## config.mk

```make
export PLATFORM = sky130hd
export DESIGN_NAME = hotswap_fault_sup
export DESIGN_NICKNAME = d
export VERILOG_FILES = /design/src/rtl/hotswap_fault_sup.sv
export SDC_FILE = /design/constraint.sdc
export NUM_CORES = 1
export LEC_CHECK = 0
export ABC_AREA = 0
export BUFFER_PORTS_ARGS = -buffer_cell sky130_fd_sc_hd__buf_2
export CORE_MARGIN = 3
export CORE_UTILIZATION = 33
export DETAILED_ROUTE_END_ITERATION = 12
export PLACE_DENSITY = 0.52
export SYNTH_ARGS = -nofsm -noshare
export SYNTH_HDL_FRONTEND = slang
export SYNTH_SLANG_ARGS = --single-unit
```

## constraint.sdc

```tcl
create_clock -name clk -period 7.8 [get_ports clk]
set_clock_uncertainty 0.1 [all_clocks]
set_input_delay 2.34 -clock clk [delete_from_list [all_inputs] [get_ports clk]]
set_output_delay 2.34 -clock clk [all_outputs]
set_load 0.05 [all_outputs]
```

## src/rtl/hotswap_fault_sup.sv

```systemverilog
module hotswap_fault_sup #(
  parameter int I_W        = 11,
  parameter int V_W        = 9,
  parameter int I_FRAC     = 3,
  parameter int V_FRAC     = 4,
  parameter int DLY_W      = 16,
  parameter int OC_AMPS    = 40,
  parameter int PWR_WATTS  = 230,
  parameter int OP_MIN_CYC = 10,
  parameter int OC_MIN_CYC = 8
) (
  input  logic             clk,
  input  logic             rst_n,
  input  logic             enable,
  input  logic [I_W-1:0]   load_cur,
  input  logic [V_W-1:0]   load_volt,
  input  logic [DLY_W-1:0] op_delay,
  input  logic [DLY_W-1:0] oc_delay,
  input  logic             current_only,
  output logic             gate_en,
  output logic             fault_n,
  output logic             op_cause,
  output logic             oc_cause
);
  localparam int P_W     = I_W + V_W;
  localparam int SC_AMPS = 130;
  localparam int SC_CYC  = 2;
  localparam logic [P_W-1:0] PWR_LIM = P_W'(PWR_WATTS) << (I_FRAC + V_FRAC);
  localparam logic [I_W-1:0] OC_LIM  = I_W'(OC_AMPS) << I_FRAC;
  localparam logic [I_W-1:0] SC_LIM  = I_W'(SC_AMPS) << I_FRAC;

  logic             en_q, off_q;
  logic [I_W-1:0]   cur_q;
  logic [V_W-1:0]   volt_q;
  logic [P_W-1:0]   power;
  logic             op_cond, oc_cond, sc_cond;
  logic [DLY_W-1:0] op_cnt, oc_cnt, op_tgt, oc_tgt;
  logic [1:0]       sc_cnt;
  logic             op_hit, oc_hit, sc_hit;
  logic             fault_q, op_q, oc_q;

  always_ff @(posedge clk or negedge rst_n) begin
    if (!rst_n) begin
      en_q   <= 1'b0;
      off_q  <= 1'b0;
      cur_q  <= '0;
      volt_q <= '0;
    end else begin
      en_q   <= enable;
      off_q  <= current_only;
      cur_q  <= load_cur;
      volt_q <= load_volt;
    end
  end

  assign power   = P_W'(cur_q) * P_W'(volt_q);
  assign op_cond = !off_q && (power > PWR_LIM);
  assign oc_cond = cur_q > OC_LIM;
  assign sc_cond = cur_q > SC_LIM;

  assign op_tgt = (op_delay < DLY_W'(OP_MIN_CYC)) ? DLY_W'(OP_MIN_CYC) : op_delay;
  assign oc_tgt = (oc_delay < DLY_W'(OC_MIN_CYC)) ? DLY_W'(OC_MIN_CYC) : oc_delay;

  assign op_hit = op_cond && (op_cnt >= op_tgt - DLY_W'(1));
  assign oc_hit = oc_cond && (oc_cnt >= oc_tgt - DLY_W'(1));
  assign sc_hit = sc_cond && (sc_cnt >= 2'(SC_CYC - 1));

  always_ff @(posedge clk or negedge rst_n) begin
    if (!rst_n) begin
      op_cnt <= '0;
      oc_cnt <= '0;
      sc_cnt <= '0;
    end else if (!en_q) begin
      op_cnt <= '0;
      oc_cnt <= '0;
      sc_cnt <= '0;
    end else if (!fault_q) begin
      op_cnt <= op_cond ? op_cnt + DLY_W'(1) : '0;
      oc_cnt <= oc_cond ? oc_cnt + DLY_W'(1) : '0;
      sc_cnt <= sc_cond ? sc_cnt + 2'd1 : 2'd0;
    end
  end

  always_ff @(posedge clk or negedge rst_n) begin
    if (!rst_n) begin
      fault_q <= 1'b0;
      op_q    <= 1'b0;
      oc_q    <= 1'b0;
    end else if (!en_q) begin
      fault_q <= 1'b0;
      op_q    <= 1'b0;
      oc_q    <= 1'b0;
    end else if (!fault_q && (op_hit || oc_hit || sc_hit)) begin
      fault_q <= 1'b1;
      op_q    <= !sc_hit && !oc_hit;
      oc_q    <= !sc_hit && oc_hit;
    end
  end

  assign gate_en  = en_q && !fault_q;
  assign fault_n  = !fault_q;
  assign op_cause = op_q;
  assign oc_cause = oc_q;

  AST_GATE_OFF_EN_LOW: assert property (@(posedge clk) disable iff (!rst_n)
    !enable |=> !gate_en);
  AST_FAULT_STICKY: assert property (@(posedge clk) disable iff (!rst_n)
    (enable && !fault_n) |=> !fault_n);
  AST_CAUSE_EXCL: assert property (@(posedge clk) disable iff (!rst_n)
    $onehot0({op_cause, oc_cause}));
  AST_CAUSE_NEEDS_FAULT: assert property (@(posedge clk) disable iff (!rst_n)
    (op_cause || oc_cause) |-> !fault_n);
  AST_SC_FAST: assert property (@(posedge clk) disable iff (!rst_n)
    (en_q && $past(en_q) && sc_cond && $past(sc_cond)) |=> !gate_en);
endmodule

```

Word-level counts from Yosys, hierarchy flattened
Cells that the tools add are included.
{"block": "classes", "n_lt_le_gt_ge": 8, "multipliers": 1, "shifts": 0, "n_eq_ne": 2, "add_sub_neg": 5, "n_reduce_logical": 14, "div": 0, "n_mux": 17, "bitwise": 0}
{"op": "2-to-1 mux 16 bit", "n": 8}
{"op": "adder 16 x 1 -> 16 bit, second input constant", "n": 2}
{"op": "greater-or-equal comparator 16 bit", "n": 2}
{"op": "less-than comparator 16 x 4 -> 1 bit, second input constant", "n": 2}
{"op": "subtractor 16 x 1 -> 16 bit, second input constant", "n": 2}
{"op": "greater-than comparator 20 x 15 -> 1 bit, second input constant", "n": 1}
{"op": "multiplier 11 x 9 -> 20 bit", "n": 1}
{"op": "greater-than comparator 11 bit, second input constant", "n": 1}
{"op": "greater-than comparator 11 x 9 -> 1 bit, second input constant", "n": 1}
{"op": "logical AND 1 bit", "n": 8}
{"op": "2-to-1 mux 1 bit", "n": 6}
{"op": "2-to-1 mux 2 bit", "n": 3}
{"op": "zero test 1 bit", "n": 4}
{"op": "adder 2 x 1 -> 2 bit, second input constant", "n": 1}
{"op": "greater-or-equal comparator 2 x 1 -> 1 bit, second input constant", "n": 1}
{"op": "logical OR 1 bit", "n": 2}
{"op": "inequality test 2 x 1 -> 1 bit, second input constant", "n": 1}
{"op": "inequality test 2 bit, second input constant", "n": 1}
{"block": "word_totals", "latch_bits": 0, "reg_bits": 59, "ram_bits": 0, "in_bits": 56, "mem_count": 0, "rom_bits": 0}

Longest topological paths before layout
{"block": "depth", "ltp_word": 10, "ltp_mapped": 22, "depth_no_buf": 20}

Worst setup path before layout
Ideal clock, no wire load.
{"block": "synth_timing", "path_kind": "input port to flip-flop", "startpoint": "input port oc_delay[8]", "endpoint": "register fault_q", "path_slack_ns": 1.920, "required_time_ns": 7.576, "arrival_ns": 5.656, "path_buffers": 0, "path_stages": 18, "cell_sequence": "or3_1 > or4_4 > or3_4 > nor2_2 > nand3_2 > nand2_1 > ha_1 > nand4_2 > nor3_1 > xnor2_1 > ha_1 > a21o_1 > a21oi_1 > o211ai_1 > nand3_1 > and2_1 > inv_1 > o31a_1"}
{"block": "synth_via", "elab_chain_cells": 9}
{"item": "start, declared", "line": "18", "source": "input logic [DLY_W-1:0] oc_delay,"}
{"item": "less-than comparator 16 x 4 -> 1 bit", "line": "62", "source": "assign oc_tgt = (oc_delay < DLY_W'(OC_MIN_CYC)) ? DLY_W'(OC_MIN_CYC) : oc_delay;"}
{"item": "2-to-1 mux 16 bit (*)", "line": "62"}
{"item": "subtractor 16 x 1 -> 16 bit (*)", "line": "65", "source": "assign oc_hit = oc_cond && (oc_cnt >= oc_tgt - DLY_W'(1));"}
{"item": "greater-or-equal comparator 16 bit (*)", "line": "65"}
{"item": "logical AND 1 bit (*)", "line": "65"}
{"item": "logical OR 1 bit (*) (2 in series)", "line": "93", "source": "end else if (!fault_q && (op_hit || oc_hit || sc_hit)) begin"}
{"item": "logical AND 1 bit (*)", "line": "93"}
{"item": "inequality test 2 x 1 -> 1 bit (no line) (*)"}
{"item": "end signal, assigned", "line": "86", "source": "fault_q <= 1'b0;"}
{"item": "end signal, assigned", "line": "90", "source": "fault_q <= 1'b0;"}
{"item": "end signal, assigned", "line": "94", "source": "fault_q <= 1'b1;"}
{"item": "end, declared", "line": "40", "source": "logic fault_q, op_q, oc_q;"}
Every way passes the cells marked *; elsewhere a longest branch is shown, timed or not.
A chain may end at the register's enable or synchronous reset.

Final worst setup path
Same ends and word-level chain as after synthesis.

==> flow_metrics.py <==
metrics = {
    "yosys": {
        "synth_nets": 1019,
        "synth_edf_count": 0,
        "synth_ff_type": "dfrtp_1",
        "ys_warn_count": 0,
        "syn_inst": 822,
        "synth_seq_cells": 59,
        "synthSimpleGateAreaFrac_pct": 21.7,
        "synth_top_family_by_area": "adder cells",
        "ys_seq_area_share_pct": 20.7,
        "synth_mux_area_share_pct": 0.562,
        "syn_avg_cell_area_um2": 8.66,
        "ys_types": 64,
        "synth-xor-area-share_pct": 4.06,
        "ys_async_sr_fraction_pct": 100,
        "netlist_area_mm2": 0.00712,
        "synth_adder_area_share_pct": 31.5,
        "synth-compound-area-share_pct": 13.8,
    },
    "floorplan": {
        "die_area_mm2": 0.0234,
        "boundaryPins": 60,
        "die_x_um": 153,
        "fp.dieH_um": 153,
        "core_mm2": 0.0211,
        "start_util_pct": 33.8,
        "rows": 53,
    },
    "setup_path": {
        "cp.required_ns": 7.90,
        "crit_start": "oc_delay[8]",
        "reg2reg_depth": 18,
        "crit_arrival_ns": 6.04,
        "endpoint_kind": "register",
        "worstReg2RegStart": "volt_q[2]$_DFF_PN0_",
        "r2r_slack_ns": 1.89,
        "start_kind": "input port",
        "r2r_end": "op_cnt[14]$_DFFE_PN0P_",
        "path_class": "input port to register",
        "endpoint": "fault_q$_DFFE_PN0P_",
        "critPathMaxFanout": 7,
    },
    "cts": {
        "clock-sinks": 59,
        "cts_resized": 0,
        "cts_hold_buf": 0,
        "cts_made_buffers": 9,
        "clk_latency_ns": 0.32,
        "cts_setup_buffers": 0,
        "clock-root-buffer": "clkbuf_16",
        "h-tree-depth": 3,
        "cts_buffer_depth": 2,
        "path_clk_slew_ns": 0.05,
        "cts_tree": "built",
    },
    "cells_and_area": {
        "fin_cells": 1142,
        "final_common_cell": "inv_1",
        "seq_area_mm2": 0.00148,
        "finalNetCount": 1060,
        "insertedDiodeCount": 0,
        "multi_input_area_mm2": 0.00510,
        "synthToLayoutAreaGrowth_pct": 11.5,
        "drive_above_1_share_pct": 10.7,
        "final_cell_mix": "inv_1, nand2_1, ha_1, fa_1, and2_1",
        "fill_cells": 2222,
    },
    "timing": {
        "fin_crit_ns": 5.93,
        "hold_violations": 0,
        "fmax_ghz": 0.168,
        "setup_tns_ns": 0,
        "worst_slew_pin_slew_ns": 0.750,
        "fin_crit_sh_pct": 76.1,
        "slew_viol_final": 0,
        "rsz0062_at_grt": "false",
        "slew_headroom_pct": 49.3,
        "setup_viol": 0,
    },
    "run": {
        "maxCapViolations": 0,
    },
    "routing": {
        "drc": 0,
        "dr.pass1.iters": 4,
        "via_per_inst": 4.82,
        "wire_per_inst_um": 13.2,
        "ant_nets": 0,
        "vias": 5508,
        "drt-total-wl_um": 15100,
        "first_iter_violations": 214,
    },
    "placed_design": {
        "dp_hpwl_um": 12400,
        "dp.cells": 1127,
        "gp_congestion": 0.786,
        "portBuffers": 59,
    },
    "run_status": {
        "status": "finished clean",
    },
    "global_route": {
        "gr-max-usage-layer": "met2",
        "grt_pass1_vias": 5518,
        "met3_usage_pct": 1.19,
        "overflow": 0,
        "global_route.usage.met1_pct": 18.2,
        "grt_usage_pct": 13.1,
        "grt_use_met2_pct": 22.5,
        "antenna_found_initial": 0,
        "grt_pass1_wl_um": 26200,
        "grt_max_degree": 60,
    },
    "power": {
        "p_leak_uw": 0.00395,
        "vdd_drop_max_mv": 0.0982,
        "p_per_area_mw_per_mm2": 220,
    },
    "min_path": {
        "hold_path_class": "register to register",
    },
}
## worst min-delay path by stage
stage | from | endpoint | slack (ns) | cells past startpoint
2_1_floorplan | oc_cnt[15]$_DFFE_PN0P_ | oc_cnt[15]$_DFFE_PN0P_ | 0.35 | 1
3_3_place_gp | oc_cnt[15]$_DFFE_PN0P_ | oc_cnt[15]$_DFFE_PN0P_ | 0.40 | 1
3_5_place_dp | oc_cnt[15]$_DFFE_PN0P_ | oc_cnt[15]$_DFFE_PN0P_ | 0.41 | 1
4_1_cts | oc_cnt[15]$_DFFE_PN0P_ | oc_cnt[15]$_DFFE_PN0P_ | 0.42 | 1
5_1_grt | op_cnt[14]$_DFFE_PN0P_ | op_cnt[14]$_DFFE_PN0P_ | 0.44 | 1
6_report | oc_cnt[15]$_DFFE_PN0P_ | oc_cnt[15]$_DFFE_PN0P_ | 0.43 | 1
## layout make-up
class	count	area share, %
Tap cell	275	4.34
Inverter	109	5.16
Clock buffer	11	3.18
Clock inverter	4	0.631
Multi-Input combinational cell	624	64.3
Timing Repair Buffer	60	3.82
Sequential cell	59	18.6
## state kept, by name, indices dropped and copies added, names as in the netlist
name      cells
volt_q        9
op_cnt       16
fault_q       1
off_q         1
oc_cause      1
cur_q        11
sc_cnt        2
op_cause      1
en_q          1
oc_cnt       16
## where the power goes
part / leakage, uW / switching, uW / internal (uW)
clock: 0.000144 / 131 / 262
sequential: 0.000769 / 26.5 / 318
combinational: 0.00304 / 585 / 420
## per-stage QoR
step	hold WS, ns	area (um2)	setup WS [ns]	power, uW	utilization, %
after floorplan	0.352	7120	1.92	1150	-
after global placement	0.398	7630	1.57	1370	36.2
after detailed placement	0.412	7630	1.53	1360	36.2
after CTS	0.422	7940	1.86	1770	37.6
after global routing	0.439	7940	1.52	1930	37.6
final	0.427	7940	1.87	1740	37.6
## kinds of logic (layout without fill, tap and decap cells)
logic type      count (synthesis)  after routing
mux                             4              4
xor+xnor                       33             33
fa+ha+maj                     141            141
compound gates                147            147
simple gates                  299            299
flops                          59             59
buf+inv                       139            184
## synthesized netlist by cell type, types with 12 or more instances
library cell  count  area share (%)
inv_1           109             5.7
nand2_1         103             5.4
ha_1             77              14
fa_1             64              18
and2_1           60             5.3
dfrtp_1          59              21
o21ai_0          43             3.0
a21oi_1          32             2.2
nor2_1           31             1.6
clkbuf_1         25             1.3
xnor2_1          23             2.8
and3_1           20             1.8
a21o_1           15             1.6
nand2b_1         14             1.2
nand3_1          12            0.84
## per-layer routing
layer,vias up,part of all wire (%)
met2,63,48
met4,0,0.66
met3,6,2.0
li1,2817,-
met1,2622,50
met5,-,0
## worst max-delay path: stages
cell and delay [ns]:
buf_2 0.11, or3_1 0.43, or4_4 0.44, or3_4 0.36
nor2_2 0.10, nand3_2 0.14, nand2_1 0.14, ha_1 0.22
nand4_2 0.17, nor3_1 0.22, xnor2_1 0.16, ha_1 0.27
a21o_1 0.18, a21oi_1 0.14, o211ai_1 0.11, nand3_1 0.11
and2_1 0.14, inv_1 0.04, o31a_1 0.22
Note: power is estimated with default switching activity, not from simulation.
